$ cat src/rtl/rst_seq_pkg.sv
package rst_seq_pkg;

  typedef enum logic [2:0] {
    PH_IDLE = 3'd0,
    PH_POR  = 3'd1,
    PH_PWRT = 3'd2,
    PH_OST  = 3'd3,
    PH_PLL  = 3'd4,
    PH_REL  = 3'd5
  } phase_e;

  typedef enum logic [1:0] {
    OM_RC   = 2'd0,
    OM_EC   = 2'd1,
    OM_XTAL = 2'd2,
    OM_XPLL = 2'd3
  } osc_mode_e;

  // crystal modes need the oscillator start-up stage
  function automatic logic mode_needs_ost(input logic [1:0] mode);
    return mode[1];
  endfunction

  function automatic logic mode_has_pll(input logic [1:0] mode);
    return mode == OM_XPLL;
  endfunction

endpackage

$ cat src/rtl/rst_seq_timer.sv
module rst_seq_timer #(
  parameter int CW = 8
) (
  input  logic          clk,
  input  logic          arst_n,
  input  logic          clear,
  input  logic          step,
  input  logic [CW-1:0] limit,
  output logic          last
);

  logic [CW-1:0] cnt;

  always_ff @(posedge clk or negedge arst_n) begin
    if (!arst_n)
      cnt <= '0;
    else if (clear)
      cnt <= '0;
    else if (step)
      cnt <= cnt + CW'(1);
  end

  assign last = step && (cnt == (limit - CW'(1)));

endmodule

$ cat src/rtl/rst_seq_ctrl.sv
module rst_seq_ctrl
  import rst_seq_pkg::*;
#(
  parameter int POR_CYC  = 16,
  parameter int PWRT_CYC = 1024,
  parameter int OST_CYC  = 1024,
  parameter int PLL_CYC  = 512,
  parameter int CW       = 11
) (
  input  logic          clk,
  input  logic          arst_n,
  input  logic          ext_rst_n,
  input  logic          pwrt_en,
  input  logic [1:0]    osc_mode,
  input  logic          osc_en,
  input  logic          tmr_last,
  output logic          tmr_clear,
  output logic          tmr_step,
  output logic [CW-1:0] tmr_limit,
  output phase_e        phase_q
);

  phase_e st, nxt, entry;
  logic   pend;

  // stage that follows the power-up stages or an external-reset restart
  always_comb begin
    entry = mode_needs_ost(osc_mode) ? PH_OST : PH_REL;
  end

  always_comb begin
    nxt = st;
    unique case (st)
      PH_IDLE: nxt = pend ? PH_POR : entry;
      PH_POR:  if (tmr_last) nxt = pwrt_en ? PH_PWRT : entry;
      PH_PWRT: if (tmr_last) nxt = entry;
      PH_OST:  if (tmr_last) nxt = mode_has_pll(osc_mode) ? PH_PLL : PH_REL;
      PH_PLL:  if (tmr_last) nxt = PH_REL;
      PH_REL:  nxt = PH_REL;
      default: nxt = PH_IDLE;
    endcase
    if (!ext_rst_n)
      nxt = PH_IDLE;
  end

  always_comb begin
    tmr_step  = 1'b0;
    tmr_limit = CW'(1);
    unique case (st)
      PH_POR:  begin tmr_step = 1'b1;   tmr_limit = CW'(POR_CYC);  end
      PH_PWRT: begin tmr_step = 1'b1;   tmr_limit = CW'(PWRT_CYC); end
      PH_OST:  begin tmr_step = osc_en; tmr_limit = CW'(OST_CYC);  end
      PH_PLL:  begin tmr_step = 1'b1;   tmr_limit = CW'(PLL_CYC);  end
      default: begin tmr_step = 1'b0;   tmr_limit = CW'(1);        end
    endcase
  end

  assign tmr_clear = (nxt != st);

  always_ff @(posedge clk or negedge arst_n) begin
    if (!arst_n)
      st <= PH_IDLE;
    else
      st <= nxt;
  end

  // power-up stages still owed; only power loss sets it again
  always_ff @(posedge clk or negedge arst_n) begin
    if (!arst_n)
      pend <= 1'b1;
    else if ((st == PH_POR || st == PH_PWRT) && (nxt == PH_OST || nxt == PH_REL))
      pend <= 1'b0;
  end

  assign phase_q = st;

endmodule

$ cat src/rtl/rst_seq_top.sv
module rst_seq_top
  import rst_seq_pkg::*;
#(
  parameter int POR_CYC  = 16,
  parameter int PWRT_CYC = 1024,
  parameter int OST_CYC  = 1024,
  parameter int PLL_CYC  = 512
) (
  input  logic       clk,
  input  logic       pwr_good,
  input  logic       ext_rst_n,
  input  logic       pwrt_en,
  input  logic [1:0] osc_mode,
  input  logic       osc_en,
  output logic       rst_out,
  output logic [2:0] phase
);

  localparam int MAX_A = (POR_CYC > PWRT_CYC) ? POR_CYC : PWRT_CYC;
  localparam int MAX_B = (OST_CYC > PLL_CYC) ? OST_CYC : PLL_CYC;
  localparam int MAXC  = (MAX_A > MAX_B) ? MAX_A : MAX_B;
  localparam int CW    = $clog2(MAXC + 1);

  logic          tmr_clear, tmr_step, tmr_last;
  logic [CW-1:0] tmr_limit;
  phase_e        ph;

  rst_seq_ctrl #(
    .POR_CYC (POR_CYC),
    .PWRT_CYC(PWRT_CYC),
    .OST_CYC (OST_CYC),
    .PLL_CYC (PLL_CYC),
    .CW      (CW)
  ) u_ctrl (
    .clk      (clk),
    .arst_n   (pwr_good),
    .ext_rst_n(ext_rst_n),
    .pwrt_en  (pwrt_en),
    .osc_mode (osc_mode),
    .osc_en   (osc_en),
    .tmr_last (tmr_last),
    .tmr_clear(tmr_clear),
    .tmr_step (tmr_step),
    .tmr_limit(tmr_limit),
    .phase_q  (ph)
  );

  rst_seq_timer #(
    .CW(CW)
  ) u_tmr (
    .clk   (clk),
    .arst_n(pwr_good),
    .clear (tmr_clear),
    .step  (tmr_step),
    .limit (tmr_limit),
    .last  (tmr_last)
  );

  assign phase   = ph;
  assign rst_out = (ph != PH_REL);

endmodule

$ cat config.mk
export PLATFORM = sky130hd
export DESIGN_NAME = rst_seq_top
export DESIGN_NICKNAME = d
export VERILOG_FILES = /design/src/rtl/rst_seq_pkg.sv /design/src/rtl/rst_seq_timer.sv /design/src/rtl/rst_seq_ctrl.sv /design/src/rtl/rst_seq_top.sv
export SDC_FILE = /design/constraint.sdc
export NUM_CORES = 1
export LEC_CHECK = 0
export ABC_AREA = 1
export BUFFER_PORTS_ARGS = -buffer_cell sky130_fd_sc_hd__buf_2
export CAP_MARGIN = 30
export CORE_MARGIN = 3
export CORE_UTILIZATION = 55
export CTS_BUF_LIST = sky130_fd_sc_hd__clkbuf_8
export DETAILED_ROUTE_END_ITERATION = 8
export PLACE_DENSITY_LB_ADDON = 0.25
export RECOVER_POWER = 25
export SYNTH_ARGS = -nofsm -noshare
export SYNTH_HDL_FRONTEND = slang
export SYNTH_HIERARCHICAL = 1
export SYNTH_SLANG_ARGS = --single-unit
export TNS_END_PERCENT = 10
$ cat constraint.sdc
create_clock -name clk -period 6.9 [get_ports clk]
set_input_delay 0.69 -clock clk [delete_from_list [all_inputs] [get_ports clk]]
set_output_delay 0.69 -clock clk [all_outputs]
set_load 0.02 [all_outputs]
; Yosys cells after proc, flatten, opt, wreduce, memory -nomap -nowiden
; Cells that the tools add are included.
[word_totals]
out_inout_bits = 4
wordCells = 38
register_bits = 15
[op_classes]
n_addsub = 2
reduce_logical = 8
eq_ne = 11
muxes = 14
[op_table]
columns = operator, count
row1 = 11-bit one-hot mux with 3 select lines, 1
row2 = 3-bit two-way mux, 8
row3 = 11-bit two-way mux, 2
row4 = 3-bit one-hot mux with 6 select lines, 1
row5 = "11-bit by 1-bit adder with 11-bit output, second input constant", 1
row6 = 11-bit == test, 1
row7 = "11-bit by 1-bit subtractor with 11-bit output, second input constant", 1
row8 = "3-bit by 2-bit == test with 1-bit output, second input constant", 3
row9 = "3-bit == test, second input constant", 3
row10 = "3-bit by 1-bit == test with 1-bit output, second input constant", 1
row11 = 3-bit zero test, 1
row12 = 3-bit inequality test, 1
row13 = "3-bit inequality test, second input constant", 1
row14 = 3-bit OR reduction, 1
row15 = "2-bit == test, second input constant", 1
row16 = 1-bit logical AND, 2
row17 = 1-bit logical OR, 2
row18 = 1-bit one-hot mux with 2 select lines, 1
row19 = 2-bit nonzero test, 1
row20 = 2-bit OR reduction, 1
row21 = 1-bit two-way mux, 1

; Longest topological paths before layout
[depth]
word_depth = 12
depth_mapped = 35
ltp_nobuf = 34

; Modules after synthesis
; Netlist, hierarchy kept.
[modules_own_cells]
columns = module, n_inst, cells_per_inst, area_each_um2
row1 = rst_seq_timer, 1, 157, 980.9
row2 = rst_seq_ctrl, 1, 91, 516.7
row3 = rst_seq_top, 1, 2, 13.8

; Worst setup path after synthesis
; OpenSTA, ideal clock, no wires.
[synth_path]
path_kind = register to register
from = reg u_ctrl.st[1], in the netlist u_ctrl/phase_q[1]
to = reg u_tmr.cnt[8]
path_slack_ns = 3.126
required_time_ns = 6.772
arrival_ns = 3.646
setup_time_ns = 0.128
path_stages_with_launch = 34
cell_sequence = dfrtp_1 > buf_6 > nor2_1 > inv_1 > nor2_1 > nor3_1 > inv_1 > ha_1 > nand2_1 > nand2_1 > nor2_1 > nand2_1 > nor2_1 > nand3_1 > nor2_1 > nand3_1 > nor2_1 > inv_2 > nand2_1 > nand2_1 > nand2_1 > nand2_1 > o21bai_2 > nand2_1 > nand2_1 > nand3_1 > nor2_2 > nor2_1 > nand2_1 > inv_2 > nand3_2 > clkinv_1 > a21oi_1 > nor3_1
[synth_via]
elab_chain_len = 11
elab_cells_between_ends = 22
classes_between = add/sub: 1 / eq/ne: 7 / mux: 9 / reduce/logical: 5
[synth_lines]
columns = element, line_no
row1 = from (decl), rst_seq_ctrl.sv:23  ; phase_e st, nxt, entry;
row2 = from (signal assigned), rst_seq_ctrl.sv:64  ; st <= nxt;
row3 = 3-bit by 2-bit == test with 1-bit output, rst_seq_ctrl.sv:49  ; unique case (st)
row4 = 2-bit OR reduction (no line), --
row5 = 11-bit one-hot mux with 3 select lines *, rst_seq_ctrl.sv:49
row6 = via tmr_limit[9], rst_seq_top.sv:25  ; logic [CW-1:0] tmr_limit;
row7 = 11-bit by 1-bit subtractor with 11-bit output *, rst_seq_timer.sv:23  ; assign last = step && (cnt == (limit - CW'(1)));
row8 = 11-bit == test *, rst_seq_timer.sv:23
row9 = 1-bit logical AND *, rst_seq_timer.sv:23
row10 = via tmr_last, rst_seq_top.sv:24  ; logic tmr_clear, tmr_step, tmr_last;
row11 = "3-bit two-way mux, on equally long branches", --
row12 = 3-bit one-hot mux with 6 select lines *, rst_seq_ctrl.sv:33  ; unique case (st)
row13 = 3-bit two-way mux *, rst_seq_ctrl.sv:42  ; if (!ext_rst_n)
row14 = 3-bit inequality test *, rst_seq_ctrl.sv:58  ; assign tmr_clear = (nxt != st);
row15 = via tmr_clear, rst_seq_top.sv:24
row16 = 11-bit two-way mux / 2-bit nonzero test (equally long branches), --
row17 = to (signal assigned), rst_seq_timer.sv:20  ; cnt <= cnt + CW'(1);
row18 = to (decl), rst_seq_timer.sv:12  ; logic [CW-1:0] cnt;
; The timed path passes the listed nets; every way through them passes the cells marked *.
; A chain may end at the register's enable or synchronous reset.

; Final worst setup path
[layout_path]
from = reg u_ctrl.st[0], in the netlist u_ctrl/phase_q[0]
to = reg u_tmr.cnt[8]
; The elaborated chain is that of the path after synthesis.

==> key figures <==
Clock network
  • CTS Buffer Depth: 2
  • H-tree depth: 1
  • CTS tree: yes
  • Clk root buf: clkbuf_8
  • Reg clk slew, reported paths: roughly 0.050 ns
  • Resize count post-CTS: 0
  • Post-CTS Hold Buffers: 0
  • Sink Count: 15
  • CTS Buf Count: 3
  • Clock latency at the later pin of the worst-skew pair: ~0.24 ns
  • # Post-CTS Setup Buffers: 0

Route
  • First DRT Iteration DRCs: 140
  • Routed Wire Length: approximately 3.1 mm
  • Mean number of vias per cell: 5.10
  • Routed len/inst: between 10 and 15 um
  • DRT antenna net count: 0
  • DRC errors left: 0
  • Drt first pass iters: 4
  • Vias: 1,485

Power
  • Leak: between 0.8 and 0.9 nW
  • Maximum vdd drop: between 150 and 200 uV
  • PD cells: ~180 nW/um^2
  • Total power: around 0.00029 W

Worst setup path
  • Crit path max fanout: 8
  • Critical path arrival: around 4.5 ns
  • R2r setup slk: roughly 2.5 ns
  • CP max stage cell: dfrtp_1
  • Worst EP required: 7.02 ns
  • CP max stage delay: between 0.4 and 0.5 ns
  • Crit Path Class: flip-flop to flip-flop
  • Top cell by count, worst path: nand2_1
  • Worst setup EP type: flip-flop
  • Worst setup SP type: flip-flop
  • Reg2Reg Depth: 31

STA
  • Post-layout min period: roughly 4.4 ns
  • Setup_tns: 0 ns
  • Fin worst setup slack: ~2.5 ns
  • Final Skew: approximately 0.0042 ns
  • Hold Fails Final Rpt: 0
  • Slew Viols, Final: 0
  • Setup Viol. Count Final: 0
  • RSZ-0062 raised after global routing: no
  • Worst-margin pin slew: ~0.8 ns
  • Max_slew headroom: between 40 and 50%
  • Fmax: approximately 230 MHz
  • Tcrit/Tclk final: ~63%

GRT
  • Largest net degree at the start of global routing: 16
  • Vias in the first global route: about 1,300
  • Initial antenna violation count: 0
  • Gr usage total: between 20% and 30%
  • Global route overflow: 0
  • First-pass GRT wire length: approximately 5.7 mm

Floorplanning
  • Die width: a little under 60 um
  • I/O pin count: 11
  • Starting density of the core: 59.4%
  • Die ar.: around 3400 um^2
  • DIE HEIGHT: between 50 and 60 um
  • Core area: 2540 um^2
  • Row count: 18

Run status
  • Status: finished clean

Placed design
  • GP Congestion: 0.895
  • Buffers on Ports: 10
  • Placed cell area: about 1600 um^2
  • Post-DP HPWL: approximately 2.6 mm
  • Worst slack, placed: between 2 and 3 ns

Yosys
  • Synth cell types: 27
  • Synth top area share: between 20% and 30%
  • Syn Inst Count: 250
  • Average cell area after synthesis: approximately 6.0 um^2
  • Top area cells in the synthesized netlist: dfrtp_1, nand2_1, inv_1
  • Post-synth EDFFs: 0
  • Async SR Flop Fraction: between 90% and 100%
  • Post-synth top area cell: dfrtp_1
  • YS warnings: 6
  • Synthesized area: about 1500 um^2
  • Post-synth top flop: dfrtp_1
  • Synth Register Bits: 15
  • Sequential area share after synthesis: around 25%

Finish
  • Layout cells sized above 1: between 10% and 20%
  • Design area: between 1500 and 2000 um^2
  • Most common cell after layout, fill and taps aside: nand2_1
  • Area grow syn2layout: 5.46%
  • Most frequent cells in the layout: nand2_1, inv_1, nor2_1
  • Fin nets: roughly 270
  • # diodes: 0

Min path
  • Worst min-delay path class: flip-flop to flip-flop
  • Hold path cells: 2

Run
  • Max-cap violations: 0
-- routing by layer --
layer,global-route usage (%),wire length (um),up-vias
met3,1.54,113,2
met2,29.5,1350,35
met5,0,0,-
li1,-,-,799
met4,7.28,17,0
met1,33.8,1670,649
-- per-stage QoR --
| stage | hold slack, ns | utilization (%) | std cells |
|---|---|---|---|
| 2_1_floorplan | 0.394 | - | 256 |
| 3_3_place_gp | 0.462 | 60.9 | 287 |
| 3_5_place_dp | 0.464 | 60.9 | 287 |
| 4_1_cts | 0.349 | 62.7 | 291 |
| 5_1_grt | 0.505 | 62.6 | 291 |
| 6_report | 0.475 | 62.6 | 291 |
-- state kept, by name, summed over array words and instances (netlist names) --
signal / cells
u_ctrl/phase_q: 3
u_tmr/cnt: 11
u_ctrl/pend: 1
-- final cells by class --
type / instances / area [um^2]
clock buffer: 3 / 41.3
clock inverter: 1 / 3.75
sequential: 15 / 377
inverter: 43 / 164
fill: 244 / 951
tap: 30 / 37.5
timing repair buffer: 10 / 48.8
multi-input combinational: 189 / 922
-- final timing paths --
check	start	endpoint
min reg2reg	u_ctrl/pend	u_ctrl/pend
min in group asynchronous	pwr_good	u_tmr/cnt[5]
max reg2reg	u_ctrl/phase_q[0]	u_tmr/cnt[8]
min	u_ctrl/pend	u_ctrl/pend
max	u_ctrl/phase_q[0]	u_tmr/cnt[8]
max in group asynchronous	pwr_good	u_tmr/cnt[6]
-- logic make-up after synthesis --
family                   after synthesis  synth area share (%)
buffers and inverters                 52                  15.6
AO/OA/AOI/OAI                         23                  8.78
XOR/XNOR                               5                  2.90
AND/OR/NAND/NOR                      152                  45.9
adder cells (fa/ha/maj)                2                  1.66
other                                  1                 0.248
flip-flops                            15                  24.9
-- where the power goes --
part | internal (W) | switching [W]
Sequential | 0.0000976 | 0.0000125
Combinational | 0.0000361 | 0.0000807
Clock | 0.0000393 | 0.0000274
Total | 0.000173 | 0.000121
-- worst max-delay path: cells and delay by family (launching register included) --
kind                       cells  cell delay, ns
DFF                            1            0.49
AOI/OAI and AO/OA              2            0.30
adders and majority gates      1            0.28
buffers and inverters          5            0.43
and+or+nand+nor               23            2.69
-- Yosys cell counts (2+ instances only) --
| cell | count |
|---|---|
| nand4_1 | 6 |
| a21oi_1 | 8 |
| nor2_1 | 28 |
| xnor2_1 | 2 |
| nand2_1 | 72 |
| inv_2 | 6 |
| nand3_2 | 5 |
| ha_1 | 2 |
| dfrtp_1 | 14 |
| xor2_1 | 3 |
| buf_4 | 8 |
| o21ai_0 | 11 |
| nand3_1 | 26 |
| inv_1 | 35 |
| nor3_1 | 7 |
| o21bai_2 | 2 |
| nor2_2 | 5 |
(Power assumes the default switching activity.)
